==> src/rtl/dsss_corr_pkg.sv <==
package dsss_corr_pkg;

  typedef enum logic [1:0] {
    DEC_ZERO  = 2'd0,
    DEC_ONE   = 2'd1,
    DEC_ERASE = 2'd2
  } dec_kind_e;

endpackage

==> src/rtl/dsss_cfg_regs.sv <==
module dsss_cfg_regs #(
  parameter int              LONG_LEN  = 64,
  parameter int              THR_W     = 7,
  parameter int              THR_REG_W = THR_W + 1,
  parameter logic [LONG_LEN-1:0] PN_RESET  = '0,
  parameter logic [THR_W-1:0]    HI_RESET  = 7'h38,
  parameter logic [THR_W-1:0]    LO_RESET  = 7'h08
) (
  input  logic                 clk,
  input  logic                 rst_n,
  input  logic                 pn_wr,
  input  logic [LONG_LEN-1:0]  pn_wdata,
  input  logic                 thr_hi_wr,
  input  logic                 thr_lo_wr,
  input  logic [THR_REG_W-1:0] thr_wdata,
  output logic [LONG_LEN-1:0]  pn_q,
  output logic [THR_W-1:0]     thr_hi_q,
  output logic [THR_W-1:0]     thr_lo_q,
  output logic [THR_REG_W-1:0] thr_hi_rd,
  output logic [THR_REG_W-1:0] thr_lo_rd
);

  localparam int PAD_W = THR_REG_W - THR_W;

  logic [LONG_LEN-1:0] pn_d;
  logic [THR_W-1:0]    hi_d;
  logic [THR_W-1:0]    lo_d;

  always_comb begin
    pn_d = pn_wdata;
    hi_d = thr_wdata[THR_W-1:0];
    lo_d = thr_wdata[THR_W-1:0];
  end

  always_ff @(posedge clk or negedge rst_n) begin
    if (!rst_n) begin
      pn_q <= PN_RESET;
    end else if (pn_wr) begin
      pn_q <= pn_d;
    end
  end

  always_ff @(posedge clk or negedge rst_n) begin
    if (!rst_n) begin
      thr_hi_q <= HI_RESET;
    end else if (thr_hi_wr) begin
      thr_hi_q <= hi_d;
    end
  end

  always_ff @(posedge clk or negedge rst_n) begin
    if (!rst_n) begin
      thr_lo_q <= LO_RESET;
    end else if (thr_lo_wr) begin
      thr_lo_q <= lo_d;
    end
  end

  // Reserved upper bits always read as zero.
  assign thr_hi_rd = {{PAD_W{1'b0}}, thr_hi_q};
  assign thr_lo_rd = {{PAD_W{1'b0}}, thr_lo_q};

  // read-back equals the written word with reserved bits cleared
  assert_hi_write_R2: assert property (@(posedge clk) disable iff (!rst_n)
    thr_hi_wr |=> thr_hi_rd == ($past(thr_wdata) & {{PAD_W{1'b0}}, {THR_W{1'b1}}}));

  assert_lo_write_R2: assert property (@(posedge clk) disable iff (!rst_n)
    thr_lo_wr |=> thr_lo_rd == ($past(thr_wdata) & {{PAD_W{1'b0}}, {THR_W{1'b1}}}));

endmodule

==> src/rtl/dsss_chip_index.sv <==
module dsss_chip_index #(
  parameter int LONG_LEN  = 64,
  parameter int SHORT_LEN = 32,
  parameter int IDX_W     = $clog2(LONG_LEN)
) (
  input  logic             clk,
  input  logic             rst_n,
  input  logic             chip_valid,
  input  logic             mode_short,
  output logic [IDX_W-1:0] idx,
  output logic             win_first,
  output logic             win_last,
  output logic             chip_take
);

  localparam logic [IDX_W-1:0] LAST_LONG  = IDX_W'(LONG_LEN - 1);
  localparam logic [IDX_W-1:0] LAST_SHORT = IDX_W'(SHORT_LEN - 1);

  logic             mode_q;
  logic             restart;
  logic             idx_en;
  logic [IDX_W-1:0] idx_d;
  logic [IDX_W-1:0] last_idx;

  always_comb begin
    restart   = mode_short ^ mode_q;
    chip_take = chip_valid & ~restart;
    last_idx  = mode_short ? LAST_SHORT : LAST_LONG;
    win_first = (idx == '0);
    win_last  = (idx == last_idx);
    idx_en    = chip_take | restart;
    if (restart || win_last) begin
      idx_d = '0;
    end else begin
      idx_d = idx + 1'b1;
    end
  end

  always_ff @(posedge clk or negedge rst_n) begin
    if (!rst_n) begin
      idx <= '0;
    end else if (idx_en) begin
      idx <= idx_d;
    end
  end

  always_ff @(posedge clk or negedge rst_n) begin
    if (!rst_n) begin
      mode_q <= 1'b0;
    end else begin
      mode_q <= mode_short;
    end
  end

  // outside a mode change the index never leaves the active window
  assert_idx_in_window_R3: assert property (@(posedge clk) disable iff (!rst_n)
    !restart |-> idx <= last_idx);

  // idle cycles leave the position untouched
  assert_idle_holds_R3: assert property (@(posedge clk) disable iff (!rst_n)
    (!chip_valid && !restart) |=> $stable(idx));

  // a mode change restarts the window
  assert_restart_R10: assert property (@(posedge clk) disable iff (!rst_n)
    restart |=> idx == '0);

endmodule

==> src/rtl/dsss_match_acc.sv <==
module dsss_match_acc #(
  parameter int LONG_LEN  = 64,
  parameter int SHORT_LEN = 32,
  parameter int IDX_W     = $clog2(LONG_LEN),
  parameter int CNT_W     = IDX_W + 1
) (
  input  logic                clk,
  input  logic                rst_n,
  input  logic [LONG_LEN-1:0] pn_q,
  input  logic                mode_short,
  input  logic [IDX_W-1:0]    idx,
  input  logic                win_first,
  input  logic                chip_take,
  input  logic                chip_data,
  output logic [CNT_W-1:0]    sum_now
);

  localparam int SIDX_W = $clog2(SHORT_LEN);

  logic [LONG_LEN-1:0]  seq_long;
  logic [SHORT_LEN-1:0] seq_short;
  logic                 ref_chip;
  logic                 match;
  logic [CNT_W-1:0]     count_q;
  logic [CNT_W-1:0]     base;

  // Reorder the code so index k addresses the k-th chip sent (MSB first).
  for (genvar gi = 0; gi < LONG_LEN; gi++) begin : g_long
    assign seq_long[gi] = pn_q[LONG_LEN-1-gi];
  end
  for (genvar gj = 0; gj < SHORT_LEN; gj++) begin : g_short
    assign seq_short[gj] = pn_q[SHORT_LEN-1-gj];
  end

  always_comb begin
    ref_chip = mode_short ? seq_short[idx[SIDX_W-1:0]] : seq_long[idx];
    match    = chip_take & ~(chip_data ^ ref_chip);
    base     = win_first ? '0 : count_q;
    sum_now  = base + CNT_W'(match);
  end

  always_ff @(posedge clk or negedge rst_n) begin
    if (!rst_n) begin
      count_q <= '0;
    end else if (chip_take) begin
      count_q <= sum_now;
    end
  end

  // a running total can never exceed the chips seen in the window
  assert_count_bound_R9: assert property (@(posedge clk) disable iff (!rst_n)
    chip_take |-> sum_now <= ({1'b0, idx} + 1'b1));

endmodule

==> src/rtl/dsss_bit_slicer.sv <==
module dsss_bit_slicer
  import dsss_corr_pkg::*;
#(
  parameter int CNT_W = 7
) (
  input  logic             clk,
  input  logic             rst_n,
  input  logic             decide_en,
  input  logic [CNT_W-1:0] sum_now,
  input  logic [CNT_W-1:0] thr_hi,
  input  logic [CNT_W-1:0] thr_lo,
  output logic             bit_valid,
  output logic             bit_data,
  output logic             bit_erasure
);

  dec_kind_e dec;
  logic      hit_one;
  logic      hit_zero;
  logic      data_d;
  logic      era_d;

  always_comb begin
    hit_one  = (sum_now >= thr_hi);
    hit_zero = (sum_now <= thr_lo);
    if (hit_one) begin
      dec = DEC_ONE;
    end else if (hit_zero) begin
      dec = DEC_ZERO;
    end else begin
      dec = DEC_ERASE;
    end
    data_d = bit_data;
    era_d  = 1'b1;
    case (dec)
      DEC_ONE:  begin data_d = 1'b1; era_d = 1'b0; end
      DEC_ZERO: begin data_d = 1'b0; era_d = 1'b0; end
      default:  begin data_d = bit_data; era_d = 1'b1; end
    endcase
  end

  always_ff @(posedge clk or negedge rst_n) begin
    if (!rst_n) begin
      bit_valid <= 1'b0;
    end else begin
      bit_valid <= decide_en;
    end
  end

  always_ff @(posedge clk or negedge rst_n) begin
    if (!rst_n) begin
      bit_data    <= 1'b0;
      bit_erasure <= 1'b0;
    end else if (decide_en) begin
      bit_data    <= data_d;
      bit_erasure <= era_d;
    end
  end

  // an upper-threshold hit always lands as a clean '1'
  assert_one_wins_R8: assert property (@(posedge clk) disable iff (!rst_n)
    (decide_en && (sum_now >= thr_hi)) |=> (bit_data && !bit_erasure));

  // an erasure leaves the data bit as it was
  assert_erasure_keeps_R7: assert property (@(posedge clk) disable iff (!rst_n)
    (bit_valid && bit_erasure) |-> bit_data == $past(bit_data));

  // outputs are frozen between decisions
  assert_hold_between_R11: assert property (@(posedge clk) disable iff (!rst_n)
    !bit_valid |-> ($stable(bit_data) && $stable(bit_erasure)));

endmodule

==> src/rtl/dsss_bit_despreader.sv <==
module dsss_bit_despreader #(
  parameter int LONG_LEN  = 64,
  parameter int SHORT_LEN = 32,
  parameter int IDX_W     = $clog2(LONG_LEN),
  parameter int CNT_W     = IDX_W + 1,
  parameter int THR_REG_W = CNT_W + 1
) (
  input  logic                 clk,
  input  logic                 rst_n,
  input  logic                 mode_short,
  input  logic                 pn_wr,
  input  logic [LONG_LEN-1:0]  pn_wdata,
  input  logic                 thr_hi_wr,
  input  logic                 thr_lo_wr,
  input  logic [THR_REG_W-1:0] thr_wdata,
  output logic [THR_REG_W-1:0] thr_hi_rd,
  output logic [THR_REG_W-1:0] thr_lo_rd,
  input  logic                 chip_valid,
  input  logic                 chip_data,
  output logic                 bit_valid,
  output logic                 bit_data,
  output logic                 bit_erasure
);

  logic [1:0]          rst_sync;
  logic                rst_core_n;
  logic [LONG_LEN-1:0] pn_q;
  logic [CNT_W-1:0]    thr_hi_q;
  logic [CNT_W-1:0]    thr_lo_q;
  logic [IDX_W-1:0]    idx;
  logic                win_first;
  logic                win_last;
  logic                chip_take;
  logic [CNT_W-1:0]    sum_now;
  logic                decide_en;

  // Asynchronous assertion, synchronous release.
  always_ff @(posedge clk or negedge rst_n) begin
    if (!rst_n) begin
      rst_sync <= 2'b00;
    end else begin
      rst_sync <= {rst_sync[0], 1'b1};
    end
  end
  assign rst_core_n = rst_sync[1];

  dsss_cfg_regs #(
    .LONG_LEN  (LONG_LEN),
    .THR_W     (CNT_W),
    .THR_REG_W (THR_REG_W),
    .PN_RESET  ('0),
    .HI_RESET  (CNT_W'(7'h38)),
    .LO_RESET  (CNT_W'(7'h08))
  ) u_cfg (
    .clk       (clk),
    .rst_n     (rst_core_n),
    .pn_wr     (pn_wr),
    .pn_wdata  (pn_wdata),
    .thr_hi_wr (thr_hi_wr),
    .thr_lo_wr (thr_lo_wr),
    .thr_wdata (thr_wdata),
    .pn_q      (pn_q),
    .thr_hi_q  (thr_hi_q),
    .thr_lo_q  (thr_lo_q),
    .thr_hi_rd (thr_hi_rd),
    .thr_lo_rd (thr_lo_rd)
  );

  dsss_chip_index #(
    .LONG_LEN  (LONG_LEN),
    .SHORT_LEN (SHORT_LEN),
    .IDX_W     (IDX_W)
  ) u_index (
    .clk        (clk),
    .rst_n      (rst_core_n),
    .chip_valid (chip_valid),
    .mode_short (mode_short),
    .idx        (idx),
    .win_first  (win_first),
    .win_last   (win_last),
    .chip_take  (chip_take)
  );

  dsss_match_acc #(
    .LONG_LEN  (LONG_LEN),
    .SHORT_LEN (SHORT_LEN),
    .IDX_W     (IDX_W),
    .CNT_W     (CNT_W)
  ) u_acc (
    .clk        (clk),
    .rst_n      (rst_core_n),
    .pn_q       (pn_q),
    .mode_short (mode_short),
    .idx        (idx),
    .win_first  (win_first),
    .chip_take  (chip_take),
    .chip_data  (chip_data),
    .sum_now    (sum_now)
  );

  assign decide_en = chip_take & win_last;

  dsss_bit_slicer #(
    .CNT_W (CNT_W)
  ) u_slicer (
    .clk         (clk),
    .rst_n       (rst_core_n),
    .decide_en   (decide_en),
    .sum_now     (sum_now),
    .thr_hi      (thr_hi_q),
    .thr_lo      (thr_lo_q),
    .bit_valid   (bit_valid),
    .bit_data    (bit_data),
    .bit_erasure (bit_erasure)
  );

  // a decision pulse always follows a presented chip
  assert_pulse_after_chip_R3: assert property (@(posedge clk) disable iff (!rst_core_n)
    bit_valid |-> $past(chip_valid));

  // the pulse lasts a single cycle
  assert_single_pulse_R3: assert property (@(posedge clk) disable iff (!rst_core_n)
    bit_valid |=> !bit_valid);

endmodule

==> config.mk <==
export PLATFORM = sky130hd
export DESIGN_NAME = dsss_bit_despreader
export DESIGN_NICKNAME = d
export VERILOG_FILES = /design/src/rtl/dsss_corr_pkg.sv /design/src/rtl/dsss_cfg_regs.sv /design/src/rtl/dsss_chip_index.sv /design/src/rtl/dsss_match_acc.sv /design/src/rtl/dsss_bit_slicer.sv /design/src/rtl/dsss_bit_despreader.sv
export SDC_FILE = /design/constraint.sdc
export NUM_CORES = 1
export LEC_CHECK = 0
export BUFFER_PORTS_ARGS = -buffer_cell sky130_fd_sc_hd__buf_2
export CORE_ASPECT_RATIO = 1.4
export CORE_MARGIN = 2
export CORE_UTILIZATION = 45
export DETAILED_ROUTE_END_ITERATION = 10
export GPL_ROUTABILITY_DRIVEN = 1
export GPL_TIMING_DRIVEN = 0
export PLACE_DENSITY = 0.67
export SYNTH_ARGS = -nofsm -noshare
export SYNTH_HDL_FRONTEND = slang
export SYNTH_SLANG_ARGS = --single-unit
==> constraint.sdc <==
create_clock -name clk -period 4.7 [get_ports clk]
set_clock_uncertainty 0.2 [all_clocks]
set_input_delay 0.235 -clock clk [delete_from_list [all_inputs] [get_ports clk]]
set_output_delay 0.235 -clock clk [all_outputs]
set_load 0.005 [all_outputs]
==> results by group <==
Outcome
  – Status: complete, no violations

Floorplan
  – # rows: 44
  – Die Y: around 130 µm
  – Die width: 91.7 µm
  – Core Area: 10400 µm²
  – IO Count: 99
  – Starting Density: 46.5%
  – Die ar.: 11600 µm²

Power
  – Static Leak: 3.03 nW
  – Peak supply drop: 0.227 mV
  – PD cells: 309 nW/µm²

Placement
  – Placed cell count: 626
  – Post-DP HPWL: 7570 µm
  – Number of port buffers: 93
  – Dpl cell area: ~5500 µm²
  – DP Worst Slack: about 0.28 ns
  – Placer Congestion: 0.829

Clock network
  – Cts bufs inserted: 9
  – CTS sink cnt: 97
  – Max Root-Sink Buffers: 2
  – CTS tree: done
  – Clk Latency, worst-skew pair: between 0.3 and 0.4 ns
  – # H-tree levels: 3
  – Postcts setup bufs: 0
  – CTS Root Cell: clkbuf_16
  – Clk slew on worst S/H paths: ~0.06 ns

Job
  – Max cap viols: 0

Final layout
  – Final Cell Area: 6600 µm²
  – Most common cell after layout, fill and taps aside: buf_2
  – ANT cells: 0
  – Layout cells sized above 1: roughly 36%
  – Area grow syn2layout: 36.3%
  – Filler Cell Count: 804
  – Most frequent cells in the layout: buf_2, dfrtp_1, dlygate4sd3_1
  – Final Non-Filler Cells: about 700
  – Post-layout util: 63.4%
  – Layout net count: between 600 and 700

Route
  – DR iter-0 viols: ~130
  – Vias after detailed routing: 3641
  – Antenna viol nets, final: 0
  – Router iterations before antenna repair: 4
  – Drt wl/cell: 15.4 µm
  – Routed Wire Length: 11100 µm
  – Vias/cell: 5.06
  – Remaining DRCs: 0

Timing
  – Period utilisation layout: between 90 and 100%
  – Final Hold Fails: 0
  – Min Tclk post-route: 4.44 ns
  – Final setup violation count: 0
  – Max frequency: 225 MHz
  – Max Slew Vio Count: 0
  – Worst slew pin tran: 0.605 ns
  – Setup WS post-layout: 0.263 ns
  – Relative slew slack: 59.6%

Synth
  – Asr flop ratio synth: 100%
  – Mapped Avg Cell Area: approximately 12 µm²
  – Sequential-to-total area share from yosys stat: 50.2%
  – Post-Syn Area: 4840 µm²
  – Top_reg_cell synth: dfrtp_1
  – Unique cell type count in the Yosys netlist: 43
  – Flops & latches, synth: 97
  – Post-synthesis cell count: 393
  – Post-synth EDFFs: 0
  – Warnings from Yosys: 0

Global route
  – Vias in the first global route: 3949
  – Largest net degree at the start of global routing: 65
  – GRT Util Overall: 20.3%
  – Total gr overflow: 0
  – Initial antenna violation count: 0
  – First-pass GRT wire length: 18500 µm

Worst setup path
  – Crit path launch type: register
  – Crit path kind: reg2reg
  – FF-to-FF path depth: 20
  – Critical Path RT: approximately 4.7 ns
  – Crit. End Element: register
  – Worst EP arrival: 4.47 ns
  – Crit Path Max Fanout: 10

Hold path
  – Hold crit path type: reg2async
==> metal layers <==
metal	routed length [µm]	track usage (%)	up-vias
met1	4390	22.9	1791
met3	361	3.86	13
met2	6180	37.7	83
li1	-	-	1754
met4	140	7.22	0
met5	0	0	-
==> worst max-delay path: stages (launching register included) <==
cell	delay, ns
dfrtp_1	0.37
buf_6	0.19
buf_12	0.16
mux4_2	0.53
a22oi_2	0.20
o2111ai_1	0.15
o41ai_2	0.09
o21ai_0	0.14
nor3b_2	0.16
ha_1	0.22
ha_1	0.20
and3_1	0.20
xnor2_1	0.17
nor2_2	0.07
ha_1	0.30
a21oi_1	0.16
nor2b_1	0.07
o21ai_0	0.22
a31oi_2	0.15
o21ai_1	0.15
a21bo_2	0.23
==> worst paths after layout <==
check,from,to,slack (ns)
worst max-delay path,u_index.idx[0],u_slicer.bit_data,0.26
worst min-delay path,rst_sync[1],u_cfg.pn_q[50],0.07
worst max register to register,u_index.idx[0],u_slicer.bit_data,0.26
worst min register to register,rst_sync[1],u_cfg.pn_q[50],0.07
max in group asynchronous,rst_sync[1],u_cfg.thr_hi_q[5],3.52
min in group clk,chip_valid,u_index.idx[1],0.10
==> per-stage QoR <==
| step | power [mW] | hold slack, ns | TNS (ns) |
|---|---|---|---|
| CTS | 2.06 | 0.0902 | 0 |
| global placement | 1.26 | -0.180 | 0 |
| global route | 2.14 | 0.123 | -0.00461 |
| detailed placement | 1.28 | -0.178 | 0 |
| finish | 2.04 | 0.0696 | 0 |
| floorplan | 1.17 | -0.261 | 0 |
==> area by class of cell <==
type / count / area, µm² / share of cell area, %
Multi-Input combinational cell: 253 / 2220 / 33.7
Inverter: 21 / 78.8 / 1.19
Clock inverter: 5 / 55.1 / 0.834
Clock buffer: 11 / 243 / 3.68
Sequential cell: 97 / 2440 / 36.9
Tap cell: 138 / 173 / 2.62
Timing Repair Buffer: 172 / 1270 / 19.3
Buffer: 22 / 120 / 1.82
==> flip-flops by register name, indices dropped and copies added, names as in the netlist <==
| register | count |
|---|---|
| u_cfg.pn_q | 64 |
| u_acc.count_q | 7 |
| u_cfg.thr_hi_q | 7 |
| u_cfg.thr_lo_q | 7 |
| u_index.idx | 6 |
| rst_sync | 2 |
| u_index.mode_q | 1 |
| u_slicer.bit_data | 1 |
| u_slicer.bit_erasure | 1 |
| u_slicer.bit_valid | 1 |
==> cells in the mapped netlist (7+ instances only) <==
cell      number  area, µm²
dfrtp_1       93       2330
mux2_2        73        822
nand2_1       25       93.8
nor2_1        22       82.6
inv_1         21       78.8
o21ai_0       20        100
ha_1          18        225
mux2i_1       15        150
clkbuf_1      14       52.6
a21oi_1        8       40.0
nand3_1        8       40.0
nor2b_1        7       43.8
==> kinds of logic (layout without fill, tap and decap cells) <==
family	after synthesis	count (layout)	synth area share (%)
muxes	98	98	25.2
AOI/OAI and AO/OA	46	46	6.15
other	2	3	0.155
and+or+nand+nor	77	77	7.44
xor gates and xnor gates	11	11	1.99
adders and majority gates	18	18	4.65
DFF	97	97	50.2
buffers and inverters	44	231	4.19
==> timing repair <==
item | in CTS | in global routing
hold buffers | 78 | 0
setup endpoints to repair | 0 | 2
gates resized for setup | 0 | 4
endpoints found under the hold margin | 81 | 0
==> where the power goes <==
part / total (mW) / internal, mW / switching, mW
sequential: 0.954 / 0.910 / 0.0446
combinational: 0.357 / 0.209 / 0.148
clock: 0.730 / 0.425 / 0.305
total: 2.04 / 1.54 / 0.497
Power figures use the tool's default switching activity.
